**config.mk**
```make
export PLATFORM = sky130hd
export DESIGN_NAME = core_window_ctrl
export DESIGN_NICKNAME = d
export VERILOG_FILES = /design/src/rtl/cwin_pkg.sv /design/src/rtl/cwin_codec.sv /design/src/rtl/cwin_delay.sv /design/src/rtl/cwin_switch.sv /design/src/rtl/core_window_ctrl.sv
export SDC_FILE = /design/constraint.sdc
export NUM_CORES = 1
export LEC_CHECK = 0
export BUFFER_PORTS_ARGS = -buffer_cell sky130_fd_sc_hd__buf_2
export CAP_MARGIN = 0
export CORE_UTILIZATION = 51
export CTS_BUF_LIST = sky130_fd_sc_hd__clkbuf_16
export CTS_CLUSTER_DIAMETER = 50
export DETAILED_ROUTE_END_ITERATION = 12
export PLACE_DENSITY = 0.85
export SKIP_LAST_GASP = 1
export SLEW_MARGIN = 20
export SYNTH_ARGS = -nofsm -noshare
export SYNTH_HDL_FRONTEND = slang
export SYNTH_SLANG_ARGS = --single-unit
```
**constraint.sdc**
```tcl
create_clock -name clk_i -period 5.4 [get_ports clk_i]
set_input_delay 0.54 -clock clk_i [delete_from_list [all_inputs] [get_ports clk_i]]
set_output_delay 0.54 -clock clk_i [all_outputs]
set_load 0.05 [all_outputs]
```
**src/rtl/cwin_pkg.sv**
```systemverilog
package cwin_pkg;
  typedef enum logic [1:0] {SZ_8 = 2'd0, SZ_16 = 2'd1, SZ_32 = 2'd2} acc_size_e;

  function automatic logic [31:0] size_mask(input logic [1:0] sz);
    case (sz)
      2'd0:    size_mask = 32'h0000_00FF;
      2'd1:    size_mask = 32'h0000_FFFF;
      default: size_mask = 32'hFFFF_FFFF;
    endcase
  endfunction
endpackage

```
**src/rtl/cwin_codec.sv**
```systemverilog
module cwin_codec #(
  parameter int unsigned ADDR_W       = 32,
  parameter int unsigned CORE_W       = 4,
  parameter int unsigned REGION_SHIFT = 12,
  parameter logic [ADDR_W-1:0] ENUM_BASE = 32'h1800_0000,
  localparam int unsigned IDX_W       = ADDR_W - REGION_SHIFT
) (
  input  logic [CORE_W-1:0] core_i,
  output logic [ADDR_W-1:0] win_o,
  input  logic [ADDR_W-1:0] win_i,
  output logic [IDX_W-1:0]  idx_o
);
  logic [ADDR_W-1:0] rel;

  // power-of-two region: shift instead of divide
  assign win_o = ENUM_BASE + (ADDR_W'(core_i) << REGION_SHIFT);
  assign rel   = win_i - ENUM_BASE;
  assign idx_o = rel[ADDR_W-1:REGION_SHIFT];
endmodule

```
**src/rtl/cwin_delay.sv**
```systemverilog
module cwin_delay #(
  parameter int unsigned CYCLES = 1000,
  localparam int unsigned CW    = $clog2(CYCLES + 1)
) (
  input  logic clk_i,
  input  logic rst_ni,
  input  logic load_i,
  output logic done_o
);
  logic          active_q;
  logic [CW-1:0] cnt_q;

  always_ff @(posedge clk_i or negedge rst_ni) begin
    if (!rst_ni) begin
      active_q <= 1'b0;
      cnt_q    <= '0;
      done_o   <= 1'b0;
    end else begin
      done_o <= 1'b0;
      if (load_i) begin
        active_q <= 1'b1;
        cnt_q    <= '0;
      end else if (active_q) begin
        if (cnt_q == CW'(CYCLES - 1)) begin
          active_q <= 1'b0;
          done_o   <= 1'b1;
        end else begin
          cnt_q <= cnt_q + 1'b1;
        end
      end
    end
  end

  p_single_done_r3: assert property (@(posedge clk_i) disable iff (!rst_ni)
    done_o |=> !done_o);
endmodule

```
**src/rtl/cwin_switch.sv**
```systemverilog
module cwin_switch #(
  parameter int unsigned ADDR_W       = 32,
  parameter int unsigned CORE_W       = 4,
  parameter int unsigned REGION_SHIFT = 12,
  parameter logic [ADDR_W-1:0] ENUM_BASE = 32'h1800_0000,
  parameter int unsigned MAX_RETRIES  = 3,
  parameter int unsigned WAIT_CYC     = 1000,
  localparam int unsigned IDX_W       = ADDR_W - REGION_SHIFT,
  localparam int unsigned ATT_W       = $clog2(MAX_RETRIES + 2) + 1
) (
  input  logic              clk_i,
  input  logic              rst_ni,
  input  logic              start_i,
  input  logic [CORE_W-1:0] core_i,
  output logic              done_o,
  output logic              ok_o,
  output logic              cfg_req_o,
  output logic              cfg_we_o,
  output logic [ADDR_W-1:0] cfg_wdata_o,
  input  logic              cfg_ack_i,
  input  logic              cfg_err_i,
  input  logic [ADDR_W-1:0] cfg_rdata_i
);
  typedef enum logic [1:0] {SW_IDLE, SW_WR, SW_RD, SW_WAIT} sw_st_e;

  sw_st_e            st_q;
  logic [CORE_W-1:0] core_q;
  logic [ATT_W-1:0]  att_q;
  logic [IDX_W-1:0]  rd_idx;
  logic              wait_load, wait_done, match;

  cwin_codec #(
    .ADDR_W(ADDR_W), .CORE_W(CORE_W), .REGION_SHIFT(REGION_SHIFT), .ENUM_BASE(ENUM_BASE)
  ) i_codec (
    .core_i(core_q), .win_o(cfg_wdata_o), .win_i(cfg_rdata_i), .idx_o(rd_idx)
  );

  cwin_delay #(.CYCLES(WAIT_CYC)) i_delay (
    .clk_i(clk_i), .rst_ni(rst_ni), .load_i(wait_load), .done_o(wait_done)
  );

  assign cfg_req_o = (st_q == SW_WR) || (st_q == SW_RD);
  assign cfg_we_o  = (st_q == SW_WR);
  assign match     = (rd_idx == IDX_W'(core_q));
  assign wait_load = (st_q == SW_RD) && cfg_ack_i && !cfg_err_i && !match &&
                     !(att_q > ATT_W'(MAX_RETRIES));

  always_ff @(posedge clk_i or negedge rst_ni) begin
    if (!rst_ni) begin
      st_q   <= SW_IDLE;
      core_q <= '0;
      att_q  <= '0;
      done_o <= 1'b0;
      ok_o   <= 1'b0;
    end else begin
      done_o <= 1'b0;
      case (st_q)
        SW_IDLE: if (start_i) begin
          core_q <= core_i;
          att_q  <= '0;
          st_q   <= SW_WR;
        end
        SW_WR: if (cfg_ack_i) begin
          if (cfg_err_i) begin
            done_o <= 1'b1;
            ok_o   <= 1'b0;
            st_q   <= SW_IDLE;
          end else begin
            st_q <= SW_RD;
          end
        end
        SW_RD: if (cfg_ack_i) begin
          if (cfg_err_i || match || (att_q > ATT_W'(MAX_RETRIES))) begin
            done_o <= 1'b1;
            ok_o   <= !cfg_err_i && match;
            st_q   <= SW_IDLE;
          end else begin
            att_q <= att_q + 1'b1;
            st_q  <= SW_WAIT;
          end
        end
        SW_WAIT: if (wait_done) st_q <= SW_WR;
        default: st_q <= SW_IDLE;
      endcase
    end
  end

  p_cfg_hold_r1: assert property (@(posedge clk_i) disable iff (!rst_ni)
    cfg_req_o && !cfg_ack_i |=> cfg_req_o && $stable(cfg_we_o) && $stable(cfg_wdata_o));
  p_att_bound_r3: assert property (@(posedge clk_i) disable iff (!rst_ni)
    att_q <= ATT_W'(MAX_RETRIES + 1));
  p_err_abort_r4: assert property (@(posedge clk_i) disable iff (!rst_ni)
    cfg_req_o && cfg_ack_i && cfg_err_i |=> done_o && !ok_o && !cfg_req_o);
endmodule

```
**src/rtl/core_window_ctrl.sv**
```systemverilog
module core_window_ctrl
  import cwin_pkg::*;
#(
  parameter int unsigned ADDR_W       = 32,
  parameter int unsigned CORE_W       = 4,
  parameter int unsigned OFF_W        = 12,
  parameter int unsigned REGION_SHIFT = 12,
  parameter logic [ADDR_W-1:0] ENUM_BASE = 32'h1800_0000,
  parameter int unsigned MAX_RETRIES  = 3,
  parameter int unsigned CLK_MHZ      = 100,
  parameter int unsigned WAIT_US      = 10,
  localparam int unsigned WAIT_CYC    = CLK_MHZ * WAIT_US
) (
  input  logic              clk_i,
  input  logic              rst_ni,
  input  logic              req_valid_i,
  input  logic [CORE_W-1:0] req_core_i,
  input  logic              req_write_i,
  input  logic [1:0]        req_size_i,
  input  logic [OFF_W-1:0]  req_offset_i,
  input  logic [31:0]       req_wdata_i,
  output logic              busy_o,
  output logic              resp_done_o,
  output logic              resp_err_o,
  output logic [31:0]       resp_rdata_o,
  output logic              mapped_valid_o,
  output logic [CORE_W-1:0] mapped_core_o,
  output logic              cfg_req_o,
  output logic              cfg_we_o,
  output logic [ADDR_W-1:0] cfg_wdata_o,
  input  logic              cfg_ack_i,
  input  logic              cfg_err_i,
  input  logic [ADDR_W-1:0] cfg_rdata_i,
  output logic              mem_req_o,
  output logic              mem_we_o,
  output logic [1:0]        mem_size_o,
  output logic [OFF_W-1:0]  mem_offset_o,
  output logic [31:0]       mem_wdata_o,
  input  logic              mem_ack_i,
  input  logic [31:0]       mem_rdata_i
);
  typedef enum logic [1:0] {T_IDLE, T_SWITCH, T_ACCESS, T_RESP} top_st_e;

  top_st_e           st_q;
  logic [CORE_W-1:0] core_q;
  logic              hit, sw_start, sw_done, sw_ok;

  assign hit      = mapped_valid_o && (mapped_core_o == req_core_i);
  assign sw_start = (st_q == T_IDLE) && req_valid_i && !hit;

  cwin_switch #(
    .ADDR_W(ADDR_W), .CORE_W(CORE_W), .REGION_SHIFT(REGION_SHIFT), .ENUM_BASE(ENUM_BASE),
    .MAX_RETRIES(MAX_RETRIES), .WAIT_CYC(WAIT_CYC)
  ) i_switch (
    .clk_i(clk_i), .rst_ni(rst_ni), .start_i(sw_start), .core_i(req_core_i),
    .done_o(sw_done), .ok_o(sw_ok),
    .cfg_req_o(cfg_req_o), .cfg_we_o(cfg_we_o), .cfg_wdata_o(cfg_wdata_o),
    .cfg_ack_i(cfg_ack_i), .cfg_err_i(cfg_err_i), .cfg_rdata_i(cfg_rdata_i)
  );

  assign busy_o      = (st_q != T_IDLE);
  assign resp_done_o = (st_q == T_RESP);
  assign mem_req_o   = (st_q == T_ACCESS);

  always_ff @(posedge clk_i or negedge rst_ni) begin
    if (!rst_ni) begin
      st_q           <= T_IDLE;
      core_q         <= '0;
      mem_we_o       <= 1'b0;
      mem_size_o     <= 2'd0;
      mem_offset_o   <= '0;
      mem_wdata_o    <= '0;
      mapped_valid_o <= 1'b0;
      mapped_core_o  <= '0;
      resp_err_o     <= 1'b0;
      resp_rdata_o   <= '0;
    end else begin
      case (st_q)
        T_IDLE: if (req_valid_i) begin
          core_q       <= req_core_i;
          mem_we_o     <= req_write_i;
          mem_size_o   <= req_size_i;
          mem_offset_o <= req_offset_i;
          mem_wdata_o  <= req_wdata_i;
          st_q         <= hit ? T_ACCESS : T_SWITCH;
        end
        T_SWITCH: if (sw_done) begin
          if (sw_ok) begin
            mapped_valid_o <= 1'b1;
            mapped_core_o  <= core_q;
            st_q           <= T_ACCESS;
          end else begin
            // window contents unknown after a failed switch
            mapped_valid_o <= 1'b0;
            resp_err_o     <= 1'b1;
            resp_rdata_o   <= size_mask(mem_size_o);
            st_q           <= T_RESP;
          end
        end
        T_ACCESS: if (mem_ack_i) begin
          resp_err_o   <= 1'b0;
          resp_rdata_o <= mem_we_o ? 32'h0 : (mem_rdata_i & size_mask(mem_size_o));
          st_q         <= T_RESP;
        end
        default: st_q <= T_IDLE;
      endcase
    end
  end

  p_access_mapped_r6: assert property (@(posedge clk_i) disable iff (!rst_ni)
    mem_req_o |-> mapped_valid_o && (mapped_core_o == core_q) && !cfg_req_o);
  p_mem_hold_r6: assert property (@(posedge clk_i) disable iff (!rst_ni)
    mem_req_o && !mem_ack_i |=> mem_req_o && $stable(mem_offset_o));
  p_fail_ones_r7: assert property (@(posedge clk_i) disable iff (!rst_ni)
    resp_done_o && resp_err_o |-> resp_rdata_o == size_mask(mem_size_o));
  p_fail_unmap_r10: assert property (@(posedge clk_i) disable iff (!rst_ni)
    sw_done && !sw_ok |=> !mapped_valid_o);
  p_switch_busy_r8: assert property (@(posedge clk_i) disable iff (!rst_ni)
    cfg_req_o |-> busy_o && !resp_done_o);
endmodule

```
== Word level (Yosys, flattened, before mapping) ==
Cells that the tools add are included.
Storage, ports and cells
  output and inout port bits: 122
  input bits: 121
  flip-flop bits (word level): 115
  logic and storage cells: 128
Cells by class
  bitwise operators: 1
  add/sub/neg operators: 4
  multiplexer cells: 49
  reduce and logical (&&, ||, !) cells: 33
  magnitude comparators: 1
  equal/unequal tests: 22
Operators by type and width (count)
  two-way mux 32 bit: 6
  one-hot mux 32 bit (2 select lines): 2
  bitwise AND 32 bit: 1
  subtractor 32 x 29 -> 32 bit (second input constant): 1
  adder 29 x 16 -> 30 bit (first input constant): 1
  two-way mux 10 bit: 3
  equality test 20 x 4 -> 1 bit: 1
  two-way mux 2 bit: 10
  two-way mux 1 bit: 19
  inequality test 2 bit (second input constant): 7
  two-way mux 4 bit: 3
  AND reduction 4 bit: 3
  adder 10 x 1 -> 10 bit (second input constant): 1
  equality test 10 bit (second input constant): 1
  inequality test 2 x 1 -> 1 bit (second input constant): 5
  nonzero test 2 bit: 5
  equality test 2 bit (second input constant): 4
  logical AND 1 bit: 8
  one-hot mux 2 bit (4 select lines): 1
  one-hot mux 4 bit (2 select lines): 1
  AND reduction 2 bit: 4
  equality test 2 x 1 -> 1 bit (second input constant): 3
  logical NOT 2 bit: 3
  one-hot mux 1 bit (2 select lines): 3
  8 further kinds: 14

== Logic depth before layout (Yosys ltp) ==
  depth in word-level cells: 8
  gate-level depth with buffers: 9
  gate-level depth less buffers: 7

== Modules after synthesis ==
From an unflattened synthesis, not the netlist that was laid out.
Second synthesis, totals
  cells, all modules: 536
  area total of the unflattened synthesis: 5795.6 µm²
Modules (own cells, without submodules)
  core_window_ctrl: sequential area each 2277.2 µm², cells each 342, area an instance 3951.3 µm², times used 1
  cwin_switch: sequential area each 300.3 µm², cells each 71, area an instance 764.5 µm², times used 1
  cwin_delay: sequential area each 300.3 µm², cells each 67, area an instance 661.9 µm², times used 1
  cwin_codec: sequential area each 0.0 µm², cells each 56, area an instance 417.9 µm², times used 1

== Worst setup path after synthesis ==
No wires, ideal clock.
  path type: register to register
  start: register st_q[0]
  end: register resp_rdata_o[4]
  library setup time: 0.141 ns
  path buffers: 3
  data required time: 5.259 ns
  period minus slack after synthesis: 2.144 ns
  setup slack: 3.256 ns
  arrival: 2.003 ns
  stages on the path, launching flop included: 9
  path through: dfrtp_1 > inv_1 > ha_1 > buf_2 > nor2b_1 > o21a_1 > buf_2 > buf_2 > a31oi_1
Between the ends
  word-level cells in the longest chain between the ends: 3
  elaborated cells on any way between the ends: 8
  those cells by class: eq/ne: 5; mux: 1; reduce/logical: 2
RTL lines
  start: declaration: RTL line core_window_ctrl.sv:44  | top_st_e st_q;
  start signal: assignment: RTL line core_window_ctrl.sv:85  | st_q <= hit ? T_ACCESS : T_SWITCH;
  equality test 2 bit (*)
  via mem_req_o: RTL line core_window_ctrl.sv:34  | output logic mem_req_o,
  inequality test 2 x 1 -> 1 bit (no source line) or nonzero test 2 bit (tied branches)
  AND reduction 4 bit (no source line)
  end signal: assignment: RTL line core_window_ctrl.sv:96  | resp_rdata_o <= size_mask(mem_size_o);
  end signal: assignment: RTL line core_window_ctrl.sv:102  | resp_rdata_o <= mem_we_o ? 32'h0 : (mem_rdata_i & size_mask(mem_size_o));
  end: declaration: RTL line core_window_ctrl.sv:25  | output logic [31:0] resp_rdata_o,
The timed path passes the listed nets; every way through them passes the cells marked *.
A chain may end at the register's enable or synchronous reset.

== Worst setup path in the final report ==
  start: register st_q[0]
  end: register resp_rdata_o[13]
Between the ends
  word-level cells in the longest chain between the ends: 3
  elaborated cells on any way between the ends: 8
  those cells by class: eq/ne: 5; mux: 1; reduce/logical: 2
RTL lines
  equality test 2 x 1 -> 1 bit or equality test 2 bit (tied branches): RTL line core_window_ctrl.sv:78  | case (st_q)
  inequality test 2 x 1 -> 1 bit (no source line), or another cell as far along
  AND reduction 4 bit (no source line)
Parallel ways exist; a longest one is shown, timed or not.

==> flow_summary_export.csv <==
group,metric,value,unit
run_status,outcome,"complete, no violations",
final_layout,multi_input_area,0.00223,mm2
synth,netlist_instances,492,
worst_setup_path,timing_worst_setup_path_type,"reg2reg",
synth,synthDistinctLibCells,48,
floorplan,rows,37,
floorplan,die_y,105,um
timing,clock_skew,19.5,ps
synth,syn_area,0.00542,mm2
timing,rsz0062_at_grt,"false",
worst_setup_path,critPathRequiredTime,5690,ps
global_routing,grt_max_degree,62,
placed_design,place_congestion,0.820,
clock_network,cts_sinks,115,
final_layout,final_area,0.00698,mm2
clock_network,cts_buffers,17,
route,viasPerCell,5.15,
clock_network,h-tree-depth,4,
pwr,powerDensity,723,mW/mm2
final_layout,fillers,767,
final_layout,layout_common_cells,"buf_2, dfrtp_1, mux2_2, nand2_1, nor2_1",
floorplan,core_area,0.0103,mm2
route,initialDrtViolationCount,214,
timing,max_freq,412,MHz
pwr,peakVddDrop,641,uV
timing,tightest_slew,848,ps
synth,synthMuxAreaShare,12.6,%
placed_design,hpwl,8.96,mm
final_layout,nets,823,
synth,syn_avg_cell_area,11.0,um2
timing,setup_ws,2970,ps
worst_setup_path,end_kind,"flip-flop",
placed_design,io_buffers,202,
clock_network,clkTransAtPathRegs,60,ps
floorplan,io_pins,243,
global_routing,first_global_vias,4347,
worst_setup_path,rr_worst_depth,7,
timing,final_hold_viol_count,0,
synth,synth_compound_area_share,7.69,%
worst_setup_path,start_kind,"flip-flop",
placed_design,place_area,0.00641,mm2
clock_network,cts_tree,"done",
final_layout,final_common_cell,"buf_2",
floorplan,dieArea,0.0110,mm2
timing,slew_headroom,43.0,%
final_layout,seq_area,0.00288,mm2
global_routing,use_met3,6.55,%
clock_network,clk_latency,410,ps
pwr,p_leak,3.51,nW
job,drv_cap,0,
route,num_vias,4324,
global_routing,met2_usage,41.4,%
worst_setup_path,rr_endpoint,"resp_rdata_o[13]$_DFFE_PN0P_",
timing,finalCriticalPeriod,2430,ps
timing,maxSlewViolCount,0,
route,drc,0,
worst_setup_path,ff2ff_setup_slack,2970,ps
timing,finalSetupViolCount,0,
final_layout,syn_to_final_growth,28.9,%
global_routing,grt_overflow,0,
synth,postSynth.topFlopCell,"dfrtp_1",
route,routed_wl,12.5,mm
route,drtAntennaViolNets,0,
synth,synth_top_family_by_area,"simple AND/OR/NAND/NOR gates",
synth,synth_edf_count,0,
worst_setup_path,cp.arrival,2720,ps
global_routing,top_usage_layer,"met2",
synth,synth_seq_area_share,53.1,%
final_layout,antenna_cells,0,
synth,synth_warnings,0,
route,firstDrtPassIters,4,
synth,synthXorXnorAreaFrac,3.07,%
worst_setup_path,rr_startpoint,"st_q[0]$_DFFE_PN0P_",
global_routing,grt_pass1_wl,20.6,mm
placed_design,dp_slack,2800,ps
clock_network,clockRootBuffer,"clkbuf_16",
synth,synthAdderAreaFrac,2.54,%
clock_network,clockBufferDepth,2,
floorplan,start_util,52.5,%
route,drt-wirelength-per-cell,14.9,um
synth,ys_ff_latch,115,
timing,period_share,44.9,%
worst_setup_path,crit_path_max_fanout,37,
final_layout,drive_above_1_share,42.9,%
global_routing,antenna_found_initial,0,
floorplan,die_w,105,um
global_routing,grt.total_usage,24.0,%
global_routing,grtUsageMet1,27.7,%
clock_network,post_cts_resized,0,
placed_design,dp_cells,808,
clock_network,ctsHoldBuffers,0,
timing,setup_tns,0,ps
synth,async_reset_ff_share,100,%
worst_hold_path,hold_class,"in2async",
synth,synth-simple-area-share,13.2,%
final_layout,fin_cells,840,
clock_network,cts_setup_buffers,0,
## stage by stage
step	hold WS [ps]	utilization [%]	total power, W
6_report	201	67.6	0.00504
5_1_grt	277	67.6	0.00530
4_1_cts	236	67.6	0.00508
3_5_place_dp	452	62.1	0.00401
3_3_place_gp	447	62.1	0.00392
2_1_floorplan	244	-	0.00343
## cell families after synthesis
group,count (synthesis)
other,2
XOR/XNOR,19
adder cells (fa/ha/maj),11
AND/OR/NAND/NOR,147
multiplexers,61
buffers and inverters,78
AO/OA/AOI/OAI,59
flip-flops,115
## worst max-delay path by stage
stage	start	end	slack [ps]	cells past startpoint
3_3_place_gp	st_q[0]$_DFFE_PN0P_	i_switch.att_q[1]$_DFFE_PN0P_	2870	6
5_1_grt	st_q[0]$_DFFE_PN0P_	resp_rdata_o[8]$_DFFE_PN0P_	2700	7
3_5_place_dp	cfg_rdata_i[27]	i_switch.i_delay.cnt_q[5]$_DFFE_PN0P_	2800	7
4_1_cts	st_q[0]$_DFFE_PN0P_	i_switch.att_q[1]$_DFFE_PN0P_	2780	6
6_report	st_q[0]$_DFFE_PN0P_	resp_rdata_o[13]$_DFFE_PN0P_	2970	7
2_1_floorplan	st_q[0]$_DFFE_PN0P_	resp_rdata_o[4]$_DFFE_PN0P_	3260	8
## where the power goes
group | total (W) | internal, W | switching, W
Clock | 0.00105 | 0.000634 | 0.000413
Sequential | 0.00149 | 0.00122 | 0.000261
Combinational | 0.00251 | 0.000708 | 0.00180
## layer usage
metal | share of wire (%) | vias to the layer above | routed length, um
met3 | 6.6 | 23 | 829
met2 | 51 | 197 | 6380
met1 | 40 | 2082 | 5070
li1 | - | 2022 | -
met5 | 0 | - | 0
met4 | 2.1 | 0 | 267
## registers in the layout, indices dropped and copies added (netlist names), 4 cells and up
register and flops:
mem_wdata_o 32, resp_rdata_o 32, mem_offset_o 12, i_switch.i_delay.cnt_q 10
core_q 4, i_switch.att_q 4, i_switch.core_q 4, mapped_core_o 4
## worst max-delay path, cell delays in order, from the launching register on
cell      delay [ps]
dfrtp_1          400
inv_1             90
ha_1             200
buf_4            240
nor2b_1          190
o21ai_2          670
nor3_2           240
a311oi_1         290
## cell usage after synthesis, types with 10 or more instances
cell	n	area, um2
ha_1	11	138
nand2_1	45	169
mux2_2	59	664
buf_4	28	210
o21ai_0	21	105
nor2_1	36	135
dfrtp_1	115	2880
nand3_1	25	125
nand2b_1	17	106
xor2_1	10	87.6
clkbuf_1	14	52.6
inv_1	27	101
## area by class of cell
type                    count  area share (%)
flip-flops and latches    115            41.2
inverters                  27            1.45
well taps                 136            2.44
clock inverters            15            1.94
clock buffers              17            6.09
multi-input cells         325            32.0
repair buffers            205            14.8
Note: power is estimated with default switching activity, not from simulation.
